===== config.mk =====
export PLATFORM = sky130hd
export DESIGN_NAME = aal1_srts_inserter
export DESIGN_NICKNAME = d
export VERILOG_FILES = /design/src/rtl/aal1_srts_pkg.sv /design/src/rtl/srts_sequencer.sv /design/src/rtl/srts_hold.sv /design/src/rtl/srts_csi_out.sv /design/src/rtl/aal1_srts_inserter.sv
export SDC_FILE = /design/constraint.sdc
export NUM_CORES = 1
export LEC_CHECK = 0
export BUFFER_PORTS_ARGS = -buffer_cell sky130_fd_sc_hd__buf_2
export CORE_MARGIN = 2
export CORE_UTILIZATION = 33
export DETAILED_ROUTE_END_ITERATION = 10
export PLACE_DENSITY = 0.59
export SYNTH_ARGS = -nofsm -noshare
export SYNTH_HDL_FRONTEND = slang
export SYNTH_SLANG_ARGS = --single-unit

===== constraint.sdc =====
create_clock -name clk -period 1.6 [get_ports clk]
set_input_delay 0 -clock clk [delete_from_list [all_inputs] [get_ports clk]]
set_output_delay 0 -clock clk [all_outputs]
set_load 0.02 [all_outputs]

===== src/rtl/aal1_srts_pkg.sv =====
package aal1_srts_pkg;

    typedef enum logic [0:0] {
        ST_IDLE  = 1'b0,
        ST_ARMED = 1'b1
    } srts_state_e;

endpackage


===== src/rtl/srts_sequencer.sv =====
module srts_sequencer
    import aal1_srts_pkg::*;
#(
    parameter int SN_W = 3,
    localparam int IDX_W = SN_W - 1
) (
    input  logic             clk,
    input  logic             rst_n,
    input  logic             cell_start,
    input  logic [SN_W-1:0]  seq_cnt,
    input  logic             cas_mode,
    output logic             load,
    output logic             emit,
    output logic [IDX_W-1:0] bit_sel
);

    localparam logic [SN_W-1:0] SN_ONE   = SN_W'(1);
    localparam logic [SN_W-1:0] SN_THREE = SN_W'(3);
    localparam logic [SN_W-1:0] SN_LAST  = '1;

    srts_state_e     state_q, state_d;
    logic [SN_W-1:0] next_odd_q, next_odd_d;
    logic            is_odd, is_one, hit;

    assign is_odd = seq_cnt[0];
    assign is_one = (seq_cnt == SN_ONE);
    assign hit    = (state_q == ST_ARMED) && is_odd && !is_one
                    && (seq_cnt == next_odd_q);

    // state register
    always_ff @(posedge clk) begin
        if (!rst_n) begin
            state_q    <= ST_IDLE;
            next_odd_q <= SN_THREE;
        end else begin
            state_q    <= state_d;
            next_odd_q <= next_odd_d;
        end
    end

    // next state
    always_comb begin
        state_d    = state_q;
        next_odd_d = next_odd_q;
        if (cell_start) begin
            if (cas_mode) begin
                state_d = ST_IDLE;                      // T_ABORT
            end else if (is_one) begin
                state_d    = ST_ARMED;                  // T_LOAD
                next_odd_d = SN_THREE;
            end else if (is_odd) begin
                unique case (state_q)
                    ST_IDLE:  state_d = ST_IDLE;
                    ST_ARMED: begin
                        if (!hit) begin
                            state_d = ST_IDLE;          // T_ABORT
                        end else if (seq_cnt == SN_LAST) begin
                            state_d = ST_IDLE;          // T_DONE
                        end else begin
                            next_odd_d = next_odd_q + SN_W'(2); // T_ADVANCE
                        end
                    end
                    default:  state_d = ST_IDLE;
                endcase
            end
        end
    end

    // outputs
    always_comb begin
        load    = cell_start && !cas_mode && is_one;
        emit    = cell_start && !cas_mode && hit;
        bit_sel = ~seq_cnt[SN_W-1:1];
    end

    // a mismatching odd count always leaves the machine idle
    a_r9_abort_on_skip: assert property (@(posedge clk) disable iff (!rst_n)
        (cell_start && !cas_mode && is_odd && !is_one && seq_cnt != next_odd_q)
        |=> (state_q == ST_IDLE));

    // a signalling-mode cell always leaves the machine idle
    a_r6_cas_idles: assert property (@(posedge clk) disable iff (!rst_n)
        (cell_start && cas_mode) |=> (state_q == ST_IDLE));

    a_r4_odd_expected: assert property (@(posedge clk) disable iff (!rst_n)
        (state_q == ST_ARMED) |-> next_odd_q[0]);

endmodule


===== src/rtl/srts_hold.sv =====
module srts_hold #(
    parameter int CODE_W = 4
) (
    input  logic              clk,
    input  logic              rst_n,
    input  logic              load,
    input  logic [CODE_W-1:0] code_in,
    output logic [CODE_W-1:0] code_q
);

    always_ff @(posedge clk) begin
        if (!rst_n) begin
            code_q <= '0;
        end else if (load) begin
            code_q <= code_in;
        end
    end

    // the held code moves only on a sample
    a_r10_hold_stable: assert property (@(posedge clk) disable iff (!rst_n)
        !load |=> $stable(code_q));

endmodule


===== src/rtl/srts_csi_out.sv =====
module srts_csi_out #(
    parameter int CODE_W = 4,
    localparam int IDX_W = $clog2(CODE_W)
) (
    input  logic              clk,
    input  logic              rst_n,
    input  logic              cell_start,
    input  logic              load,
    input  logic              emit,
    input  logic [IDX_W-1:0]  bit_sel,
    input  logic [CODE_W-1:0] code_in,
    input  logic [CODE_W-1:0] code_q,
    output logic              csi_q
);

    logic csi_d;

    always_comb begin
        if (load) begin
            csi_d = code_in[CODE_W-1];
        end else if (emit) begin
            csi_d = code_q[bit_sel];
        end else begin
            csi_d = 1'b0;
        end
    end

    always_ff @(posedge clk) begin
        if (!rst_n) begin
            csi_q <= 1'b0;
        end else if (cell_start) begin
            csi_q <= csi_d;
        end
    end

    // output held between cell starts
    a_r8_csi_hold: assert property (@(posedge clk) disable iff (!rst_n)
        !cell_start |=> $stable(csi_q));

endmodule


===== src/rtl/aal1_srts_inserter.sv =====
module aal1_srts_inserter #(
    parameter int SN_W = 3,
    localparam int CODE_W = 1 << (SN_W - 1),
    localparam int IDX_W = SN_W - 1
) (
    input  logic              clk,
    input  logic              rst_n,
    input  logic              cell_start,
    input  logic [SN_W-1:0]   seq_cnt,
    input  logic              cas_mode,
    input  logic [CODE_W-1:0] ts_code,
    output logic              ts_sample,
    output logic              csi_bit
);

    logic              load, emit;
    logic [IDX_W-1:0]  bit_sel;
    logic [CODE_W-1:0] code_q;

    srts_sequencer #(.SN_W(SN_W)) u_seq (
        .clk        (clk),
        .rst_n      (rst_n),
        .cell_start (cell_start),
        .seq_cnt    (seq_cnt),
        .cas_mode   (cas_mode),
        .load       (load),
        .emit       (emit),
        .bit_sel    (bit_sel)
    );

    srts_hold #(.CODE_W(CODE_W)) u_hold (
        .clk     (clk),
        .rst_n   (rst_n),
        .load    (load),
        .code_in (ts_code),
        .code_q  (code_q)
    );

    srts_csi_out #(.CODE_W(CODE_W)) u_out (
        .clk        (clk),
        .rst_n      (rst_n),
        .cell_start (cell_start),
        .load       (load),
        .emit       (emit),
        .bit_sel    (bit_sel),
        .code_in    (ts_code),
        .code_q     (code_q),
        .csi_q      (csi_bit)
    );

    assign ts_sample = load;

    // even count gives a zero bit
    a_r5_even_zero: assert property (@(posedge clk) disable iff (!rst_n)
        (cell_start && !seq_cnt[0]) |=> !csi_bit);

    // signalling-mode cell gives a zero bit
    a_r6_cas_zero: assert property (@(posedge clk) disable iff (!rst_n)
        (cell_start && cas_mode) |=> !csi_bit);

    // count-1 cell carries the sampled top bit
    a_r3_first_bit: assert property (@(posedge clk) disable iff (!rst_n)
        (cell_start && !cas_mode && seq_cnt == SN_W'(1))
        |=> (csi_bit == $past(ts_code[CODE_W-1])));

    // no sample without a cell start
    a_r2_sample_gate: assert property (@(posedge clk) disable iff (!rst_n)
        ts_sample |-> (cell_start && !cas_mode));

endmodule


### Word level (Yosys, flattened, before mapping)

Index checks and enable logic that the tools add are counted.

| storage, ports and cells | value |
|---|---|
| register bits after elaboration | 9 |

| operators by class | value |
|---|---|
| bitwise gates (word level) | 3 |
| order comparisons | 1 |
| equality and inequality tests | 4 |
| add/sub/neg operators | 1 |
| multiplexer cells | 15 |
| reductions and logical operators | 14 |

Operator list:

| cell | count |
|---|---|
| $mux W3 | 5 |
| $mux W1 | 8 |
| $logic_and A1 B1 Y1 | 6 |
| $reduce_and A6 Y1 | 1 |
| $reduce_bool A2 Y1 | 3 |
| $add A3 B2 Y3 const B | 1 |
| $eq A3 B1 Y1 const B | 1 |
| $eq A3 B3 Y1 | 1 |
| $eq A3 B3 Y1 const B | 1 |
| $lt A2 B3 Y1 const B | 1 |
| $reduce_bool A3 Y1 | 1 |
| $bmux W1 S2 | 1 |
| $logic_not A1 Y1 | 2 |
| $ne A2 B1 Y1 const B | 1 |
| $not A1 Y1 | 2 |
| $not A2 Y2 | 1 |
| $pmux W1 S2 | 1 |
| $reduce_and A2 Y1 | 1 |

### Depth between registers and ports, before layout

| depth | value |
|---|---|
| word-level depth | 9 |
| mapped depth | 6 |

### Hierarchy

Synthesis repeated with hierarchy kept, for this count alone.

| second synthesis, totals | value |
|---|---|
| cell total of the unflattened synthesis | 51 |
| area total of the unflattened synthesis | 509.2 um^2 |

Modules (own cells, without submodules):

| module | area an instance (um^2) | instances | sequential area each (um^2) | cells an instance |
|---|---|---|---|---|
| srts_sequencer | 267.8 | 1 | 80.1 | 30 |
| srts_hold | 156.4 | 1 | 80.1 | 13 |
| srts_csi_out | 85.1 | 1 | 20.0 | 8 |

### Least setup slack after synthesis

No wires, ideal clock.

| timing path | value |
|---|---|
| path type | register -> register |
| start point | register u_seq.next_odd_q[2] |
| end point | register u_seq.next_odd_q[1] |
| arrival time | 0.995 ns |
| clock period less this slack | 1.115 ns |
| buffers on the path | 0 |
| stages on the path, launching flop included | 4 |
| path slack | 0.485 ns |
| cell sequence | dfxtp_1 mux2i_1 nand3_1 a211o_1 |

| between the ends | value |
|---|---|
| word-level cells in the longest chain between the ends | 4 |

RTL lines:

| what | RTL line | RTL |
|---|---|---|
| start, declared | srts_sequencer.sv:22 | `logic [SN_W-1:0] next_odd_q, next_odd_d;` |
| start signal, assigned | srts_sequencer.sv:37 | `next_odd_q <= next_odd_d;` |
| $eq A3 B3 Y1 | srts_sequencer.sv:28 | `&& (seq_cnt == next_odd_q);` |
| $logic_and A1 B1 Y1 | srts_sequencer.sv:28 |  |
| $reduce_bool A2 Y1 (no line) | -- |  |
| $reduce_and A6 Y1 (no line) | -- |  |

Every way passes these cells.
A chain may end at the register's enable or synchronous reset.

### Final worst setup path

Ends and elaborated chain as after synthesis.

==> results.toml <==
[timing]
drv_slew = 0
setup_violations = 0
rsz0062_at_grt = "no"
period_needed_ns = 1.22
setup_tns_ns = 0
hold_viol_final = 0
tightestPinTransition_ns = 0.244
post-route-period-util = 0.764
max_freq_ghz = 0.818
slew_headroom = 0.833
skew_ns = 0.00210

[synthesis]
syn_nets = 60
synth_top_cell_area_share = 0.380
yosysTopAreaCell = "dfxtp_1"
synth_warnings = 0
synth.ff_latch_count = 9
yosysSeqAreaShare = 0.380
synth_edf_count = 0
synthDistinctLibCells = 24
syn_inst = 49
yosys-top-cells-count = "11 x nand2_1, 9 x dfxtp_1, 4 x a21boi_2"
avgSynthCellArea_um2 = 9.68
postSynth.asyncResetShare = 0
synth.most_common_cell = "nand2_1"
ys.flop_type = "dfxtp_1"
synthTopCellsByArea = "dfxtp_1 38%, a21boi_2 9.5%, nand2_1 8.7%"
syn_area_um2 = 474

[pwr]
swShare = 0.251
power_density_nw_per_um2 = 764
clock_power_share = 0.385
power_switching_mw = 0.117
power.leakage_nw = 0.245
p_seq_frac = 0.491
combPwrFrac = 0.125
p_int_mw = 0.349
peakVddDrop_uv = 518

[drt]
routed_wl_mm = 1.01
vias_per_cell = 5.01
vias = 416
drt_iter0_drc = 0
route.detailed.drc = 0
ant_nets = 0
dr.pass1.iters = 1
wl_per_cell_um = 12.2

[flow_run]
cap_violations = 0

[cts]
cts.sinks = 9
cts_setup_buffers = 0
cts_buffer_depth = 2
cts_tree = "yes"
cts_resized = 0
clockRootBuffer = "clkbuf_4"
hold_buffers = 4
clkTransAtPathRegs_ns = 0.06
clock_latency_ns = 0.26
cts_made_buffers = 3
htree_levels = 1

[worst_hold_path]
hold_class = "in2reg"

[critical_path]
crit_path_max_fanout = 4
endpoint_kind = "flop"
cp.required_ns = 1.75
arrival_ns = 1.38
cp-start-kind = "flop"
crit_type = "reg2reg"

[run_status]
status = "finished clean"

[cells_and_area]
antennaDiodeCount = 0
final_net_count = 80
drive_gt1_frac = 0.382
fillers = 135
synthToLayoutAreaGrowth_pct = 28.5
fin_util = 0.462

[placed_design]
dp_hpwl_um = 714
gp_congestion = 0.673
io_buffers = 12

[floorplan]
die-area_um2 = 1760
start_util = 0.360
die_x_um = 41.9
fp-row-count = 13
die_h_um = 41.9
pin_count = 13
core_um2 = 1320

[grt]
grt.total_usage = 0.146
grt_start_max_net_pins = 8
antenna_found_initial = 0
grt_overflow_total = 0
first_global_vias = 463
grt_pass1_wl_mm = 1.88
[logic make-up after synthesis]
kind of cell | share of synthesized area
DFF | 0.380
and+or+nand+nor | 0.259
muxes | 0.0686
buffers and inverters | 0.0501
xor gates and xnor gates | 0.0185
AOI/OAI and AO/OA | 0.224
[registers in the layout, indices dropped and copies added, names as in the netlist]
| signal | count |
|---|---|
| u_hold.code_q | 4 |
| u_out.csi_q | 1 |
| u_seq.next_odd_q | 3 |
| u_seq.state_q | 1 |
[critical path, cell delays in order (launching register included)]
cell	delay [ns]
dfxtp_1	0.39
mux2i_1	0.30
nand3_1	0.13
a211o_1	0.30
[layer usage]
| metal | part of all wire | global-route usage | vias up |
|---|---|---|---|
| met4 | 0.012 | 0.0387 | 0 |
| met2 | 0.52 | 0.269 | 11 |
| li1 | - | - | 213 |
| met3 | 0.050 | 0.0826 | 2 |
| met5 | 0 | 0 | - |
| met1 | 0.41 | 0.138 | 190 |
[cell usage in the layout, fill, tap and decap left out, types with 2 or more instances in the layout]
| master | synthesis | layout |
|---|---|---|
| a31oi_1 | 2 | 2 |
| a21boi_2 | 4 | 4 |
| o21ai_0 | 2 | 2 |
| clkbuf_4 | 0 | 3 |
| buf_2 | 0 | 12 |
| dlygate4sd3_1 | 0 | 4 |
| nor2_1 | 3 | 3 |
| dfxtp_1 | 9 | 9 |
| nand2_1 | 11 | 11 |
[layout make-up]
class | instances | area (um^2) | area share
multi-input combinational | 37 | 270 | 0.444
sequential | 9 | 180 | 0.296
timing repair buffer | 16 | 100 | 0.164
clock buffer | 3 | 22.5 | 0.0370
tap | 15 | 18.8 | 0.0308
inverter | 2 | 12.5 | 0.0205
clock inverter | 1 | 5.00 | 0.00821
[worst paths after layout]
path | start | end | slack [ns] | cells after the start
max | u_seq.next_odd_q[2] | u_seq.next_odd_q[1] | 0.38 | 3
min | cell_start | u_out.csi_q | 0.007 | 2
max reg2reg | u_seq.next_odd_q[2] | u_seq.next_odd_q[1] | 0.38 | 3
min reg2reg | u_seq.next_odd_q[0] | u_seq.next_odd_q[0] | 0.45 | 1
[power by group through the flow]
| stage | Clock (mW) | Combinational [mW] | Sequential (mW) |
|---|---|---|---|
| 2_1_floorplan | 0 | 0.0262 | 0.235 |
| 3_3_place_gp | 0 | 0.0501 | 0.233 |
| 3_5_place_dp | 0 | 0.0504 | 0.234 |
| 4_1_cts | 0.186 | 0.0582 | 0.228 |
| 5_1_grt | 0.204 | 0.0638 | 0.229 |
| 6_report | 0.179 | 0.0580 | 0.228 |
[per-stage QoR]
step	hold WS (ns)	setup WS, ns	total power [mW]	instances	area (um^2)
after floorplan	0.100	0.485	0.261	49	474
after global placement	0.250	0.447	0.284	75	542
after detailed placement	0.255	0.410	0.284	75	542
after CTS	0.00301	0.391	0.472	83	609
after global routing	0.00768	0.276	0.496	83	609
final	0.00708	0.378	0.465	83	609
(Power assumes the default switching activity.)
